`config.mk`:
```
export PLATFORM = sky130hd
export DESIGN_NAME = spdith_reducer
export DESIGN_NICKNAME = d
export VERILOG_FILES = /design/src/rtl/spdith_pkg.sv /design/src/rtl/spdith_lfsr.sv /design/src/rtl/spdith_frame_ctr.sv /design/src/rtl/spdith_quant.sv /design/src/rtl/spdith_reducer.sv
export SDC_FILE = /design/constraint.sdc
export NUM_CORES = 1
export LEC_CHECK = 0
export ABC_AREA = 1
export BUFFER_PORTS_ARGS = -buffer_cell sky130_fd_sc_hd__buf_2
export CAP_MARGIN = 10
export CORE_ASPECT_RATIO = 1.5
export CORE_MARGIN = 2
export CORE_UTILIZATION = 53
export CTS_BUF_LIST = sky130_fd_sc_hd__clkbuf_4
export DETAILED_ROUTE_END_ITERATION = 8
export PLACE_DENSITY = 0.78
export SYNTH_ARGS = -nofsm -noshare
export SYNTH_HDL_FRONTEND = slang
export SYNTH_SLANG_ARGS = --single-unit
```
`constraint.sdc`:
```
create_clock -name clk -period 3.61 [get_ports clk]
set_clock_uncertainty 0.05 [all_clocks]
set_input_delay 0.722 -clock clk [delete_from_list [all_inputs] [get_ports clk]]
set_output_delay 0.722 -clock clk [all_outputs]
set_load 0.1 [all_outputs]
```
`src/rtl/spdith_pkg.sv`:
```
package spdith_pkg;
   localparam int SPD_CHANNELS = 3;
   localparam int SPD_DEPTH6   = 0;
   localparam int SPD_DEPTH8   = 1;
endpackage

```
`src/rtl/spdith_lfsr.sv`:
```
module spdith_lfsr #(
   parameter int LW         = 28,
   parameter int NW         = 4,
   parameter int TAP_SHARED = 3,
   parameter int TAP_OWN    = 3
) (
   input  logic          clk,
   input  logic          rst_n,
   input  logic [LW-1:0] seed,
   input  logic          per_chan,
   input  logic          load,
   input  logic [LW-1:0] load_val,
   input  logic          adv,
   output logic [NW-1:0] noise
);
   generate
      if (TAP_SHARED < 1 || TAP_SHARED >= LW || TAP_OWN < 1 || TAP_OWN >= LW) begin : g_bad_tap
         $error("spdith_lfsr: tap position outside register");
      end
      if (NW > LW) begin : g_bad_nw
         $error("spdith_lfsr: noise wider than register");
      end
   endgenerate

   logic [LW-1:0] state, src, nxt;
   logic          fb;

   always_comb begin
      src = load ? load_val : state;
      fb  = src[LW-1] ^ (per_chan ? src[TAP_OWN-1] : src[TAP_SHARED-1]);
      nxt = adv ? {src[LW-2:0], fb} : src;
   end

   always_ff @(posedge clk) begin
      if (!rst_n) state <= seed;
      else        state <= nxt;
   end

   assign noise = src[NW-1:0];

   p_hold_r8: assert property (@(posedge clk) disable iff (!rst_n)
      (!adv && !load) |=> $stable(state));
   p_shift_r6: assert property (@(posedge clk) disable iff (!rst_n)
      (adv && !load) |=> state[LW-1:1] == $past(state[LW-2:0]));
endmodule

```
`src/rtl/spdith_frame_ctr.sv`:
```
module spdith_frame_ctr #(
   parameter int CW = 4
) (
   input  logic          clk,
   input  logic          rst_n,
   input  logic          enable,
   input  logic          tick,
   output logic [CW-1:0] cnt
);
   localparam logic [CW-1:0] MAXV = {CW{1'b1}};

   always_ff @(posedge clk) begin
      if (!rst_n)        cnt <= '0;
      else if (!enable)  cnt <= '0;
      else if (tick)     cnt <= (cnt == MAXV) ? '0 : cnt + 1'b1;
   end

   p_wrap_r9: assert property (@(posedge clk) disable iff (!rst_n)
      (enable && tick && cnt == MAXV) |=> cnt == '0);
   p_clear_r9: assert property (@(posedge clk) disable iff (!rst_n)
      !enable |=> cnt == '0);
endmodule

```
`src/rtl/spdith_quant.sv`:
```
module spdith_quant #(
   parameter int IN_W = 10
) (
   input  logic [IN_W-1:0] pix,
   input  logic [IN_W-7:0] noise,
   input  logic            dith_on,
   input  logic [1:0]      depth,
   output logic [IN_W-1:0] q
);
   localparam int D6 = IN_W - 6;
   localparam int D8 = IN_W - 8;

   logic [IN_W:0]   sum;
   logic [IN_W-1:0] n, mask, sat;

   always_comb begin
      n    = '0;
      mask = '1;
      case (depth)
         2'd0: begin
            mask = {{6{1'b1}}, {D6{1'b0}}};
            if (dith_on) n = IN_W'(noise);
         end
         2'd1: begin
            mask = {{8{1'b1}}, {D8{1'b0}}};
            if (dith_on) n = IN_W'(noise[D8-1:0]);
         end
         default: ;
      endcase
      sum = {1'b0, pix} + {1'b0, n};
      sat = sum[IN_W] ? '1 : sum[IN_W-1:0];
      q   = sat & mask;
   end

   always_comb begin
      p_no_wrap_r5: assert (q >= (pix & mask));
      if (depth == 2'd0) p_low_zero_r3: assert (q[D6-1:0] == '0);
   end
endmodule

```
`src/rtl/spdith_reducer.sv`:
```
module spdith_reducer #(
   parameter int IN_W  = 10,
   parameter int LW    = 28,
   parameter int CW    = 4,
   parameter int TAP_R = 3,
   parameter int TAP_G = 9,
   parameter int TAP_B = 13
) (
   input  logic            clk,
   input  logic            rst_n,
   input  logic            frame_start,
   input  logic            pix_valid,
   input  logic [IN_W-1:0] pix_r,
   input  logic [IN_W-1:0] pix_g,
   input  logic [IN_W-1:0] pix_b,
   input  logic            cfg_dither_en,
   input  logic [1:0]      cfg_depth,
   input  logic            cfg_per_channel,
   input  logic            cfg_frame_random,
   input  logic [LW-1:0]   seed_r,
   input  logic [LW-1:0]   seed_g,
   input  logic [LW-1:0]   seed_b,
   output logic            out_valid,
   output logic [IN_W-1:0] out_r,
   output logic [IN_W-1:0] out_g,
   output logic [IN_W-1:0] out_b
);
   import spdith_pkg::*;

   localparam int NW = IN_W - 6;

   generate
      if (IN_W < 9 || IN_W > 16) begin : g_bad_width
         $error("spdith_reducer: IN_W must be 9..16");
      end
      if (CW >= LW || NW > LW) begin : g_bad_lfsr
         $error("spdith_reducer: LFSR too short");
      end
   endgenerate

   logic            dith_on, fr_on, reload;
   logic [CW-1:0]   frame_cnt;
   logic [IN_W-1:0] pix_a  [SPD_CHANNELS];
   logic [LW-1:0]   seed_a [SPD_CHANNELS];
   logic [IN_W-1:0] q_a    [SPD_CHANNELS];
   logic [IN_W-1:0] out_a  [SPD_CHANNELS];

   assign dith_on = cfg_dither_en && (cfg_depth == 2'(SPD_DEPTH6) || cfg_depth == 2'(SPD_DEPTH8));
   assign fr_on   = dith_on && cfg_frame_random;
   assign reload  = fr_on && frame_start;

   assign pix_a[0]  = pix_r;
   assign pix_a[1]  = pix_g;
   assign pix_a[2]  = pix_b;
   assign seed_a[0] = seed_r;
   assign seed_a[1] = seed_g;
   assign seed_a[2] = seed_b;

   spdith_frame_ctr #(.CW(CW)) u_fctr (
      .clk(clk), .rst_n(rst_n), .enable(fr_on), .tick(frame_start), .cnt(frame_cnt)
   );

   generate
      for (genvar c = 0; c < SPD_CHANNELS; c++) begin : g_chan
         localparam int TAP_SEL = (c == 0) ? TAP_R : (c == 1) ? TAP_G : TAP_B;
         logic [NW-1:0] noise;

         spdith_lfsr #(.LW(LW), .NW(NW), .TAP_SHARED(TAP_R), .TAP_OWN(TAP_SEL)) u_lfsr (
            .clk(clk), .rst_n(rst_n), .seed(seed_a[c]), .per_chan(cfg_per_channel),
            .load(reload), .load_val(seed_a[c] ^ LW'(frame_cnt)), .adv(pix_valid),
            .noise(noise)
         );

         spdith_quant #(.IN_W(IN_W)) u_quant (
            .pix(pix_a[c]), .noise(noise), .dith_on(dith_on), .depth(cfg_depth), .q(q_a[c])
         );

         always_ff @(posedge clk) begin
            if (!rst_n)         out_a[c] <= '0;
            else if (pix_valid) out_a[c] <= q_a[c];
         end
      end
   endgenerate

   always_ff @(posedge clk) begin
      if (!rst_n) out_valid <= 1'b0;
      else        out_valid <= pix_valid;
   end

   assign out_r = out_a[0];
   assign out_g = out_a[1];
   assign out_b = out_a[2];

   p_valid_rise_r2: assert property (@(posedge clk) disable iff (!rst_n)
      pix_valid |=> out_valid);
   p_valid_drop_r2: assert property (@(posedge clk) disable iff (!rst_n)
      !pix_valid |=> !out_valid);
   p_pass_r12: assert property (@(posedge clk) disable iff (!rst_n)
      (pix_valid && cfg_depth[1]) |=> (out_r == $past(pix_r) && out_b == $past(pix_b)));
endmodule

```
-- Word-level counts from Yosys, hierarchy flattened
Memory sizes are Yosys's and may differ from the RTL's.
Index checks and enable logic that the tools add are counted.
- bits in registers: 89
- memory bits (writable): 30
- input port bits: 123
- word-level logic and storage cells: 62
- memories kept: 1
- add/subtract/negate cells: 4
- eq/ne operators: 2
- multiplexer cells: 32
- bitwise operators: 12
- reduce and logical (&&, ||, !) cells: 6
- memory list (memory ; words ; bits a word ; read ports ; clocked after memory_dff ; wr ports ; line ; RTL):
    out_a ; 3 ; 10 ; 3 ; 0 ; 3 ; spdith_reducer.sv:46 ; logic [IN_W-1:0] out_a [SPD_CHANNELS];
- operator list (kind ; count):
    $mux W28 ; 9
    $xor A28 B4 Y28 ; 3
    $mux W10 ; 6
    $pmux W10 S2 ; 3
    $add A10 B10 Y11 ; 3
    $and A10 B10 Y10 ; 3
    $mux W4 ; 4
    $pmux W4 S2 ; 1
    $mux W1 ; 6
    $mux W2 ; 3
    $add A4 B1 Y4 const B ; 1
    $eq A4 B4 Y1 const B ; 1
    $logic_and A1 B1 Y1 ; 3
    $or A1 B1 Y1 ; 3
    $xor A1 B1 Y1 ; 3
    $eq A2 B1 Y1 const B ; 1
    $logic_not A2 Y1 ; 1
    $reduce_and A2 Y1 ; 1
    $logic_or A1 B1 Y1 ; 1

-- Depth between registers and ports, before layout
Gate-level depths: netlist of the first run.
- depth after elaboration: 12
- depth in mapped cells: 17
- mapped depth without buffers: 16

-- Hierarchy
Synthesis of the first run repeated with hierarchy kept, for this count alone.
- cells, all modules: 1179
- area, all modules: 7662.3 um^2
- by module, submodules not included (module ; instances ; cells each ; area an instance (um^2)):
    spdith_lfsr (g_chan[0].u_lfsr) ; 1 ; 271 ; 1714.1
    spdith_lfsr (g_chan[1].u_lfsr) ; 1 ; 251 ; 1512.7
    spdith_lfsr (g_chan[2].u_lfsr) ; 1 ; 251 ; 1511.4
    spdith_reducer ; 1 ; 117 ; 1417.6
    spdith_quant (g_chan[1].u_quant ...) ; 2 ; 87 ; 436.7
    spdith_quant (g_chan[0].u_quant) ; 1 ; 90 ; 445.4
    spdith_frame_ctr ; 1 ; 25 ; 187.7

-- Worst setup path after synthesis of the first run
No wires, ideal clock.
- kind: input -> register
- start point: input port frame_start
- end point: memory out_a[2][7] (data pin)
- setup time: 255 ps
- arrival: 2620 ps
- required time: 3305 ps
- setup slack: 685 ps
- stages on the path: 15
- path buffers: 2
- cells stage by stage: buf_4 inv_2 nor2_4 buf_4 nand2_1 o21ai_1 nor2_1 ha_1 fa_1 inv_1 o21ai_2 nand2_1 nand2_1 o21ai_0 inv_1
- RTL lines (what ; line ; RTL):
    from (decl) ; spdith_reducer.sv:11 ; input logic frame_start,
    to (decl) ; spdith_reducer.sv:46 ;

==> results by group, run 1 <==
Floorplanning
  – Starting utilization of the core area: 53.7%
  – Area of the die: 13900 sq um
  – Horizontal die dimension: 97.1 microns
  – I/O pin total: 154
  – Core Rows: 51
  – Area of the core region: 12800 sq um
  – Height of the die: 144 microns

Yosys
  – Count of warnings emitted by yosys: 0
  – Post-synthesis sequential area ratio: 39.0%
  – Nets in the synthesized netlist: 1196
  – Share of the synthesized area in the top cell type: 28.6%
  – Post-synth design cell area: 6890 sq um
  – Post-synthesis cell count: 1057
  – Cell types occupying the most area after synthesis: sky130_fd_sc_hd__nand2_1, sky130_fd_sc_hd__dfxtp_1, sky130_fd_sc_hd__edfxtp_1, sky130_fd_sc_hd__nand3_1, sky130_fd_sc_hd__inv_1
  – Average footprint of a synthesized cell: 6.52 sq um
  – Distinct cell type count after synthesis: 33
  – Synthesized flop and latch total: 119
  – Dominant cell type by area after synthesis: sky130_fd_sc_hd__nand2_1

Clock tree
  – Clock Sinks: 119
  – CTS Hold Buffers Added: 0
  – Number of instances resized during post-cts repair: 0
  – Clock tree from TritonCTS: done
  – Root Driver: sky130_fd_sc_hd__clkbuf_4
  – Setup Fix Bufs, Post-CTS: 0
  – Deepest level of the CTS H-tree: 4
  – Clock input transition at the sequential cells of the worst setup and hold paths: 0.11 ns
  – Maximum number of buffers from clock root to sink: 2
  – Clock buffers created by TritonCTS: 17
  – Clock network latency to the later pin of the worst-skew pair: 0.51 ns

Setup path
  – Worst Path Arrival: 3.06 ns
  – CP cell instances: buf_2, inv_2, nor2_4, buf_4, buf_4, o21ai_1, nor2_1, ha_1, fa_1, inv_1, o21ai_2, nand2_1, nand2_1, o21ai_0, inv_1
  – Kind of end point of the critical path: flop
  – Worst R2R Setup Slack: 1.03 ns
  – Slowest Stage Delay on Critical Path: 0.42 ns
  – Category of the most critical setup path: in2reg
  – Nature of the critical path startpoint: primary input
  – Maximum fanout along the worst path: 21
  – Cell type of the slowest stage on the worst timing path: sky130_fd_sc_hd__fa_1
  – Required time at the endpoint of the critical path: 3.84 ns

Timing
  – Post-layout minimum cycle time: 2.83 ns
  – Period utilisation layout: 78.5%
  – Worst relative slew slack: 39.9%
  – Final setup fails: 0
  – Maximum frequency from static timing analysis: 353 MHz
  – Max-slew violations: 0
  – Fin worst setup slack: 0.777 ns
  – Final Hold Fails: 0
  – Tightest Pin Transition: 0.902 ns
  – Accumulated negative setup slack: 0 ns
  – RSZ-0062 raised after global routing: false

Global routing
  – GRT overflow: 0
  – First-pass GRT wire length: 29400 microns
  – Pin count of the biggest net entering global routing: 84
  – Overall routing resource usage: 25.9%
  – Vias in the first global route: 6389
  – Initial antenna violation count: 1

Detailed routing
  – Vias after detailed routing: 6944
  – Vias per Instance: 5.09
  – Count of nets left with antenna violations after detail routing: 0
  – Count of unresolved DRC violations after routing: 0
  – Number of iterations in the first detailed-routing pass: 4
  – Number of violations reported at the end of detailed-routing iteration 0: 357
  – Total Wirelength: 18000 microns
  – Routed length per instance: 13.2 microns

Power and ir drop
  – IR drop worst, VDD: 204 uV
  – Total power consumption of the routed design: 3240 uW
  – P_leak: 0.00425 uW
  – PwrDens: 406 nW/um^2

Finish
  – Post-route standard cell area excluding fillers: 7970 sq um
  – Area of combinational cells with multiple inputs: 3650 sq um
  – Fraction of layout instances using a drive strength above 1: 17.3%
  – Final layout net count: 1329
  – Final std cells w/o fill: 1364
  – Flip-flop and latch area: 2680 sq um
  – Filler cell count: 1234
  – Relative area change from synthesis to final layout: 15.8%

Placed design
  – Dpl cells: 1330
  – Global placer's final weighted congestion: 0.934
  – Buffers added on ports: 153
  – Setup Slack @ Placement: 0.244 ns
  – Total half-perimeter wirelength after legalization and detailed placement: 12700 microns
  – Placed Instance Area: 7700 sq um

Run
  – # Max-Cap Violations: 0

Status
  – Result of the run: finished clean

Worst hold path
  – Class of the worst hold path: in2reg
==> power breakdown <==
group / internal, uW / switching (uW)
combinational: 236 / 540
sequential: 1500 / 33.7
clock: 432 / 495
total: 2170 / 1070
==> registers in the layout, indices dropped and copies added (netlist names) <==
register             flops
out_a                   30
g_chan.u_lfsr.state     84
u_fctr.cnt               4
out_valid                1
==> cells in the mapped netlist <==
cell type and instances:
sky130_fd_sc_hd__nor3_1 3, sky130_fd_sc_hd__clkbuf_1 24, sky130_fd_sc_hd__edfxtp_1 30, sky130_fd_sc_hd__o21ai_2 3
sky130_fd_sc_hd__nand4_1 3, sky130_fd_sc_hd__nand3_1 115, sky130_fd_sc_hd__buf_1 7, sky130_fd_sc_hd__o211ai_1 16
sky130_fd_sc_hd__a21oi_1 17, sky130_fd_sc_hd__dfxtp_1 89, sky130_fd_sc_hd__o21ai_0 13, sky130_fd_sc_hd__nor2_4 1
sky130_fd_sc_hd__inv_1 79, sky130_fd_sc_hd__and2_1 3, sky130_fd_sc_hd__nor2_1 42, sky130_fd_sc_hd__fa_1 3
sky130_fd_sc_hd__nand2_1 525, sky130_fd_sc_hd__inv_2 3, sky130_fd_sc_hd__nor3b_1 2, sky130_fd_sc_hd__ha_1 13
sky130_fd_sc_hd__clkinv_1 1, sky130_fd_sc_hd__buf_2 11, sky130_fd_sc_hd__buf_6 5, sky130_fd_sc_hd__nand4_2 1
sky130_fd_sc_hd__or2_2 3, sky130_fd_sc_hd__o21bai_1 1, sky130_fd_sc_hd__buf_8 1, sky130_fd_sc_hd__buf_4 2
sky130_fd_sc_hd__o21a_1 6, sky130_fd_sc_hd__nand3_2 1, sky130_fd_sc_hd__o21ai_1 15, sky130_fd_sc_hd__xnor2_1 18
sky130_fd_sc_hd__a31oi_1 1
==> final cells by class <==
| cell class | instances | area share (%) |
|---|---|---|
| timing repair buffer | 164 | 10.8 |
| tap | 159 | 2.49 |
| sequential | 119 | 33.6 |
| clock inverter | 11 | 1.33 |
| clock buffer | 21 | 1.98 |
| antenna | 2 | 0.0628 |
| inverter | 83 | 3.91 |
| multi-input combinational | 805 | 45.8 |
==> cell families (layout without fill, tap and decap cells) <==
| family | count (synthesis) | after routing | share of synthesized area [%] |
|---|---|---|---|
| buf+inv | 133 | 279 | 8.27 |
| other cells | 0 | 2 | 0 |
| fa+ha+maj | 16 | 16 | 3.23 |
| compound gates | 72 | 72 | 6.25 |
| flops | 119 | 119 | 39.0 |
| xor+xnor | 18 | 18 | 2.29 |
| simple gates | 699 | 699 | 41.0 |
==> final timing paths <==
| check | cells past startpoint | startpoint | endpoint |
|---|---|---|---|
| max | 15 | frame_start | out_a[2][7] |
| max reg2reg | 12 | u_fctr.cnt[0] | out_a[0][0] |
| min | 3 | seed_r[20] | g_chan[0].u_lfsr.state[20] |
| min reg2reg | 4 | g_chan[0].u_lfsr.state[15] | g_chan[0].u_lfsr.state[16] |
==> metal layers <==
layer	track usage (%)	part of all wire [%]
met5	0	0
met4	9.27	2.3
met1	30.5	41
met3	5.98	5.7
met2	46.1	51
==> worst max-delay path, delay by kind of cell <==
| kind | cells | cell delay, ns |
|---|---|---|
| AO/OA/AOI/OAI | 3 | 0.49 |
| adder cells (fa/ha/maj) | 2 | 0.66 |
| buffers and inverters | 6 | 0.81 |
| AND/OR/NAND/NOR | 4 | 0.40 |
==> through the flow <==
step	utilization, %	hold WS, ns
2_1_floorplan	-	0.466
3_3_place_gp	60.1	0.479
3_5_place_dp	60.1	0.484
4_1_cts	62.1	0.324
5_1_grt	62.2	0.328
6_report	62.2	0.376
==> layout by cell type (no fill, tap or decap), drive strengths merged, types with 4 or more instances in the layout <==
cell type / count
edfxtp: 30
xnor2: 18
nand3: 116
o21ai: 31
dfxtp: 89
o211ai: 16
clkinv: 8
ha: 13
nand2: 525
clkbuf: 21
nor2: 43
a21oi: 17
nand4: 4
buf: 164
o21a: 6
inv: 83
(Power assumes the default switching activity.)
==> run 2: changes to the inputs <==
Clock period 3.61 ns to 2.7 ns, I/O delays scaled along.
==> run 2 against run 1 <==
Effect of this change:
- routed wire length increased by 1.5%
- final cell count increased by 2.9%
- non-clock buffer count increased by 40
- via count increased by 2.7%
- critical path type is now reg2reg
- worst hold slack got worse by 0.19 ns
- utilization increased by 2.4 points
==> results by group, run 2 (same netlist as run 1, synthesis figures left out) <==
Power and ir drop
  – Comb pwr share: 25.6% (+1.6 points)
  – P_leak: 0.00442 uW (+4.0%)
  – PwrDens: 519 nW/um^2 (+28%)
  – IR drop worst, VDD: 343 uV (+68%)
  – Net load switching power: 1480 uW (+38%)
  – Power share of the clock group: 26.7% (-1.9 points)
  – Int Pwr: 2820 uW (+30%)
  – Reg power frac: 47.7% (+0.3 points)
  – Switching Share: 34.4% (+1.4 points)

Setup path
  – Path length in cells of the critical path: 13 (-2)
  – Required time at the endpoint of the critical path: 2.95 ns (-0.89 ns)
  – Cell type of the slowest stage on the worst timing path: sky130_fd_sc_hd__dfxtp_1
  – Capture instance of the worst register-to-register path: out_a[1][7]
  – CP cell instances: xnor2_1, nand2_1, o21ai_1, nor2_1, ha_1, fa_1, inv_1, o21ai_2, nand2_1, buf_4, nand3_1, nand2_1, inv_1
  – Worst Path Arrival: 2.66 ns (-0.40 ns)
  – Crit-path most repeated cell: sky130_fd_sc_hd__nand2_1
  – Kind of end point of the critical path: flop
  – Slowest Stage Delay on Critical Path: 0.54 ns (+0.12 ns)
  – Category of the most critical setup path: reg2reg
  – Buffers and inverters on the worst path: 3 (-3)
  – Maximum fanout along the worst path: 6 (-71%)
  – Launch instance of the worst register-to-register path: u_fctr.cnt[0]
  – Worst R2R Setup Slack: 0.29 ns (-0.74 ns)
  – End point of the critical path: out_a[1][7]
  – Nature of the critical path startpoint: flop
  – Worst-case reg-to-reg path depth: 13 (+1)
  – Worst setup path startpoint: u_fctr.cnt[0]
  – Largest delay share family, worst path: adder cells

Floorplanning
  – Area of the die: 13900 sq um (unchanged)
  – I/O pin total: 154 (unchanged)
  – Horizontal die dimension: 97.1 microns (unchanged)
  – Starting utilization of the core area: 53.7% (unchanged)
  – Area of the core region: 12800 sq um (unchanged)
  – Core Rows: 51 (unchanged)
  – Height of the die: 144 microns (unchanged)

Timing
  – Period utilisation layout: 89.3%
  – Tightest Pin Transition: 0.904 ns (+0.00245 ns)
  – Worst relative slew slack: 39.7% (-0.16 points)
  – Maximum frequency from static timing analysis: 415 MHz
  – Final setup fails: 0 (unchanged)
  – Final Hold Fails: 0 (unchanged)
  – Post-layout minimum cycle time: 2.41 ns
  – Accumulated negative setup slack: 0 ns (unchanged)
  – Max-slew violations: 0 (unchanged)
  – RSZ-0062 raised after global routing: false

Detailed routing
  – Routed length per instance: 13.1 microns (-1.3%)
  – Number of violations reported at the end of detailed-routing iteration 0: 466 (+31%)
  – Total Wirelength: 18300 microns (+1.5%)
  – Vias per Instance: 5.08 (-0.13%)
  – Count of nets left with antenna violations after detail routing: 0 (unchanged)
  – Count of unresolved DRC violations after routing: 0 (unchanged)
  – Number of iterations in the first detailed-routing pass: 5 (+1)
  – Vias after detailed routing: 7133 (+2.7%)

Finish
  – Largest regs: g_chan.u_lfsr.state: 84 flops, out_a: 30 flops, u_fctr.cnt: 4 flops
  – Fraction of layout instances using a drive strength above 1: 20.0% (+2.7 points)
  – Commonest cells after routing, fill and taps aside: sky130_fd_sc_hd__nand2_1, sky130_fd_sc_hd__buf_2, sky130_fd_sc_hd__nand3_1
  – Final layout net count: 1369 (+3.0%)
  – Most common cell after layout, fill and taps aside: sky130_fd_sc_hd__nand2_1
  – Relative area change from synthesis to final layout: 20.2%
  – Final std cells w/o fill: 1403 (+2.9%)
  – Largest register FFs: 84 (unchanged)
  – Register bank with the most flops: g_chan.u_lfsr.state

Status
  – Result of the run: finished clean

Clock tree
  – Number of instances resized during post-cts repair: 0 (unchanged)
  – Clock input transition at the sequential cells of the worst setup and hold paths: 0.12 ns (about the same)
  – Maximum number of buffers from clock root to sink: 2 (unchanged)
  – Setup Fix Bufs, Post-CTS: 0 (unchanged)
  – Clock network latency to the later pin of the worst-skew pair: 0.52 ns (about the same)
  – Clock buffers created by TritonCTS: 17 (unchanged)
  – Root Driver: sky130_fd_sc_hd__clkbuf_4
  – CTS Hold Buffers Added: 0 (unchanged)
  – Clock Sinks: 119 (unchanged)
  – Deepest level of the CTS H-tree: 4 (unchanged)
  – Clock tree from TritonCTS: done

Placed design
  – Buffers added on ports: 153 (unchanged)
  – Dpl cells: 1370 (+3.0%)
  – Total half-perimeter wirelength after legalization and detailed placement: 12800 microns (+1.4%)
  – Global placer's final weighted congestion: 0.986 (+5.5%)

Global routing
  – Overall routing resource usage: 26.4% (+0.48 points)
  – First-pass GRT wire length: 29900 microns (+1.6%)
  – Pin count of the biggest net entering global routing: 87 (+3.6%)
  – Vias in the first global route: 6511 (+1.9%)
  – GRT overflow: 0 (unchanged)
  – Initial antenna violation count: 1 (unchanged)

Worst hold path
  – Hold path start: seed_g[19]
  – Class of the worst hold path: in2reg

Run
  – # Max-Cap Violations: 0 (unchanged)
==> run 2: layout make-up <==
type | instances | area [sq um]
fill | 1235 | 4550
multi-input combinational | 805 | 3650
sequential | 119 | 2680
timing repair buffer | 204 | 1190
inverter | 83 | 312
tap | 159 | 199
clock buffer | 18 | 135
clock inverter | 14 | 110
antenna | 1 | 2.50
==> run 2: power groups by stage <==
stage               registers [uW]  clock network [uW]  logic, uW
finish                        2050                1150       1100
global route                  2070                1260       1210
CTS                           2050                1180       1100
detailed placement            2090                   0       1100
global placement              2090                   0       1080
floorplan                     2330                   0        516
==> run 2: worst min-delay path by stage <==
stage                                      end  cells past startpoint
CTS                 g_chan[1].u_lfsr.state[19]                      3
global placement    g_chan[0].u_lfsr.state[17]                      4
floorplan           g_chan[0].u_lfsr.state[10]                      4
detailed placement   g_chan[1].u_lfsr.state[5]                      4
finish              g_chan[1].u_lfsr.state[19]                      3
global route        g_chan[1].u_lfsr.state[21]                      3
==> run 2: per-stage QoR <==
stage / power [uW] / hold WS (ns) / utilization, % / cell area [sq um] / setup WS (ns)
2_1_floorplan: 2850 / 0.466 / - / 6890 / -0.00265
6_report: 4300 / 0.189 / 64.6 / 8280 / 0.288
3_5_place_dp: 3190 / 0.483 / 62.6 / 8030 / -0.131
3_3_place_gp: 3170 / 0.477 / 62.6 / 8030 / -0.0586
5_1_grt: 4550 / 0.145 / 64.6 / 8280 / 0.0149
4_1_cts: 4330 / 0.146 / 64.5 / 8280 / 0.285
==> run 2: metal layers <==
metal / GRT usage (%) / wire length, microns / up-vias / share of wire (%)
li1: - / - / 3685 / -
met1: 30.8 / 7350 / 3199 / 40
met2: 47.9 / 9530 / 212 / 52
met3: 4.91 / 982 / 37 / 5.4
met4: 10.2 / 454 / 0 / 2.5
met5: 0 / 0 / - / 0
==> run 2: worst register-to-register path, delay by kind of cell, from the launching register on <==
family	cells	cell delay, ns
adders and majority gates	2	0.64
xor gates and xnor gates	1	0.16
and+or+nand+nor	5	0.37
DFF	1	0.54
AOI/OAI and AO/OA	2	0.15
buffers and inverters	3	0.28
==> run 3: changes to the inputs <==
Settings changed: PLACE_DENSITY 0.78 to 0.77, SYNTH_HIERARCHICAL set to 1.
==> run 3 against run 2 <==
Effect of this change:
- clock power up 22%
- count of clock-buffer cells in the layout up 1
- power up 7.7%
- utilization up 0.24 points
- critical path depth up 1
- first-iteration DRC count down 23%
- global-route usage down 1.6 points
- critical endpoint is now out_a[0][4]
- sequential power about the same
- critical path type unchanged
- sequential cell count unchanged
==> results by group, run 3 <==
Timing
  – Post-layout minimum cycle time: 2.45 ns (+0.0408 ns)
  – Worst relative slew slack: 51.2% (+11 points)
  – Tightest Pin Transition: 0.728 ns (-0.177 ns)
  – Maximum frequency from static timing analysis: 408 MHz (-1.7%)
  – Final Hold Fails: 0 (unchanged)
  – Accumulated negative setup slack: 0 ns (unchanged)
  – Max-slew violations: 0 (unchanged)
  – Final setup fails: 0 (unchanged)
  – Smallest hold slack: 0.183 ns (-0.00663 ns)
  – RSZ-0062 raised after global routing: false
  – Period utilisation layout: 90.9% (+1.5 points)

Global routing
  – First-pass GRT wire length: 30900 microns (+3.4%)
  – Vias in the first global route: 7018 (+7.8%)
  – Initial antenna violation count: 1 (unchanged)
  – Pin count of the biggest net entering global routing: 47 (-46%)
  – GRT overflow: 0 (unchanged)
  – Overall routing resource usage: 24.8% (-1.6 points)

Power and ir drop
  – PwrDens: 508 nW/um^2 (-2.1%)
  – IR drop worst, VDD: 280 uV (-18%)
  – P_leak: 0.00488 uW (+10%)
  – Int Pwr: 3120 uW (+11%)
  – Net load switching power: 1510 uW (+2.0%)
  – Comb pwr share: 25.5% (about the same)
  – Switching Share: 32.6% (-1.8 points)
  – Reg power frac: 44.2% (-3.5 points)
  – Power share of the clock group: 30.3% (+3.6 points)

Finish
  – Filler cell count: 1343 (+8.7%)
  – Largest regs: g_chan.u_lfsr/state: 84 flops, out_a: 30 flops, u_fctr/cnt: 4 flops
  – Post-route standard cell area excluding fillers: 9110 sq um (+10%)
  – Commonest cells after routing, fill and taps aside: sky130_fd_sc_hd__nand2_1, sky130_fd_sc_hd__buf_2, sky130_fd_sc_hd__inv_1
  – Flip-flop and latch area: 2680 sq um (unchanged)
  – Fraction of layout instances using a drive strength above 1: 22.4% (+2.4 points)
  – Register bank with the most flops: g_chan.u_lfsr/state
  – Final layout net count: 1499 (+9.5%)
  – Relative area change from synthesis to final layout: 18.9%
  – Largest register FFs: 84 (unchanged)
  – Area of combinational cells with multiple inputs: 4160 sq um (+14%)
  – Most common cell after layout, fill and taps aside: sky130_fd_sc_hd__nand2_1
  – Final std cells w/o fill: 1567 (+12%)

Yosys
  – EDFF count, synth: 30 (unchanged)
  – Post-synth top flop: sky130_fd_sc_hd__dfxtp_1
  – Dominant cell type by area after synthesis: sky130_fd_sc_hd__dfxtp_1
  – Post-synth design cell area: 7660 sq um (+11%)
  – Async set-reset flop share out of synthesis: 0% (unchanged)
  – Share of the synthesized area in the top cell type: 23.3% (-5.4 points)
  – Synthesized flop and latch total: 119 (unchanged)
  – Average footprint of a synthesized cell: 6.50 sq um (-0.25%)
  – Cell types occupying the most area after synthesis: sky130_fd_sc_hd__dfxtp_1, sky130_fd_sc_hd__nand2_1, sky130_fd_sc_hd__edfxtp_1, sky130_fd_sc_hd__inv_1, sky130_fd_sc_hd__nand3_1
  – Post-synthesis sequential area ratio: 35.0% (-3.9 points)
  – Leading cell type by number of instances after synthesis: sky130_fd_sc_hd__nand2_1
  – Nets in the synthesized netlist: 1318 (+10%)
  – Distinct cell type count after synthesis: 33 (unchanged)
  – Post-synthesis cell count: 1179 (+12%)
  – Most frequent cells after synthesis: sky130_fd_sc_hd__nand2_1, sky130_fd_sc_hd__inv_1, sky130_fd_sc_hd__nor2_1
  – Count of warnings emitted by yosys: 6 (+6)

Floorplanning
  – Height of the die: 151 microns (+5.3%)
  – Core Rows: 53 (+3.9%)
  – Area of the die: 15500 sq um (+11%)
  – Starting utilization of the core area: 54.5% (+0.81 points)
  – Area of the core region: 14100 sq um (+9.6%)
  – Horizontal die dimension: 102 microns (+5.3%)
  – I/O pin total: 154 (unchanged)

Worst hold path
  – Hold path start: seed_r[20]
  – Class of the worst hold path: in2reg

Setup path
  – Worst Path Arrival: 2.68 ns (+0.02 ns)
  – Category of the most critical setup path: reg2reg
  – Cell type of the slowest stage on the worst timing path: sky130_fd_sc_hd__dfxtp_1
  – Required time at the endpoint of the critical path: 2.93 ns (-0.02 ns)
  – Launch instance of the worst register-to-register path: u_fctr/cnt[0]
  – CP cell instances: xor2_1, nand2_1, and2_1, inv_1, inv_1, nor2_1, ha_1, fa_1, nand3_2, nand2_2, nand3_2, nand3_1, inv_1, nor2_4
  – Slowest Stage Delay on Critical Path: 0.51 ns (-0.03 ns)
  – Kind of end point of the critical path: flop
  – Maximum fanout along the worst path: 9 (+3)
  – Crit-path most repeated cell: sky130_fd_sc_hd__inv_1
  – Worst setup path startpoint: u_fctr/cnt[0]
  – Nature of the critical path startpoint: flop

Clock tree
  – Clock network latency to the later pin of the worst-skew pair: 0.51 ns (about the same)
  – Clock input transition at the sequential cells of the worst setup and hold paths: 0.11 ns (about the same)
  – CTS Hold Buffers Added: 0 (unchanged)
  – Clock Sinks: 119 (unchanged)
  – Deepest level of the CTS H-tree: 4 (unchanged)
  – Root Driver: sky130_fd_sc_hd__clkbuf_4
  – Clock tree from TritonCTS: done
  – Clock buffers created by TritonCTS: 17 (unchanged)
  – Maximum number of buffers from clock root to sink: 2 (unchanged)

Placed design
  – Buffers added on ports: 153 (unchanged)
  – Dpl cells: 1531 (+12%)
  – Global placer's final weighted congestion: 0.893 (-9.4%)
  – Placed Instance Area: 8780 sq um (+9.3%)
  – Total half-perimeter wirelength after legalization and detailed placement: 13900 microns (+8.7%)

Detailed routing
  – Routed length per instance: 12.3 microns (-5.5%)
  – Vias after detailed routing: 7864 (+10%)
  – Count of unresolved DRC violations after routing: 0 (unchanged)
  – Total Wirelength: 19300 microns (+5.6%)
  – Number of iterations in the first detailed-routing pass: 5 (unchanged)
  – Count of nets left with antenna violations after detail routing: 0 (unchanged)
  – Vias per Instance: 5.02 (-1.3%)
  – Number of violations reported at the end of detailed-routing iteration 0: 358 (-23%)

Run
  – # Max-Cap Violations: 0 (unchanged)

Status
  – Result of the run: finished clean
## run 3: changes by cell type after synthesis, sizes merged, moves of 12 or more
cell / delta
nand2: -76
buf: +17
xnor2: -14
inv: +48
nor2: +80
nand3: -25
clkbuf: -17
o21ai: +101
xor2: +12
## run 3: metrics by stage
stage               total power (uW)  util (%)  setup slack (ns)
floorplan                       2920         -          -0.00217
global placement                3240      62.5            -0.333
detailed placement              3260      62.5            -0.366
CTS                             4670      64.6             0.212
global route                    4890      64.8            0.0211
finish                          4630      64.8             0.247
## run 3: repair_timing
item                       in CTS  in global routing
setup buffers                   0                  1
gates resized for setup         0                  1
setup endpoints to repair       0                  6
## run 3: cells by family (layout without fill, tap and decap cells)
family / count (synthesis) / after routing / share of synthesized area (%)
and+or+nand+nor: 678 / 679 / 37.4
DFF: 119 / 119 / 35.0
buffers and inverters: 181 / 374 / 10.9
adders and majority gates: 16 / 16 / 2.91
AOI/OAI and AO/OA: 169 / 169 / 11.9
xor gates and xnor gates: 16 / 16 / 1.83
other: 0 / 2 / 0
## run 3: final cells by class
| cell class | count | area share (%) |
|---|---|---|
| multi-input combinational | 880 | 45.7 |
| sequential | 119 | 29.4 |
| timing repair buffer | 211 | 13.5 |
| inverter | 131 | 5.40 |
| tap | 192 | 2.64 |
| clock inverter | 13 | 1.77 |
| clock buffer | 19 | 1.57 |
| antenna | 2 | 0.0549 |
## run 3: power groups by stage
stage	clock (uW)	combinational, uW	sequential [uW]
floorplan	0	607	2320
global placement	0	1160	2080
detailed placement	0	1170	2080
CTS	1440	1180	2040
global route	1510	1310	2060
finish	1400	1180	2040
## run 3: path summary, 6_finish.rpt
kind,endpoint,slack [ns],cells past startpoint
worst max register to register,out_a[0][4],0.25,14
worst min-delay path,g_chan[0].u_lfsr/state[20],0.18,3
worst min register to register,g_chan[0].u_lfsr/state[17],0.54,4
worst max-delay path,out_a[0][4],0.25,14
## run 3: worst max-delay path: cells and delay by family (launching register included)
kind	cells	cell delay (ns)
xor+xnor	1	0.11
flops	1	0.51
simple gates	8	0.78
buf+inv	3	0.18
fa+ha+maj	2	0.61
## run 3: routing by layer
layer | vias to the layer above | part of all wire, % | GRT usage, %
met4 | 0 | 2.7 | 9.47
met5 | - | 0 | 0
met1 | 3517 | 43 | 30.6
met3 | 32 | 5.5 | 4.66
li1 | 4092 | - | -
met2 | 223 | 49 | 42.6
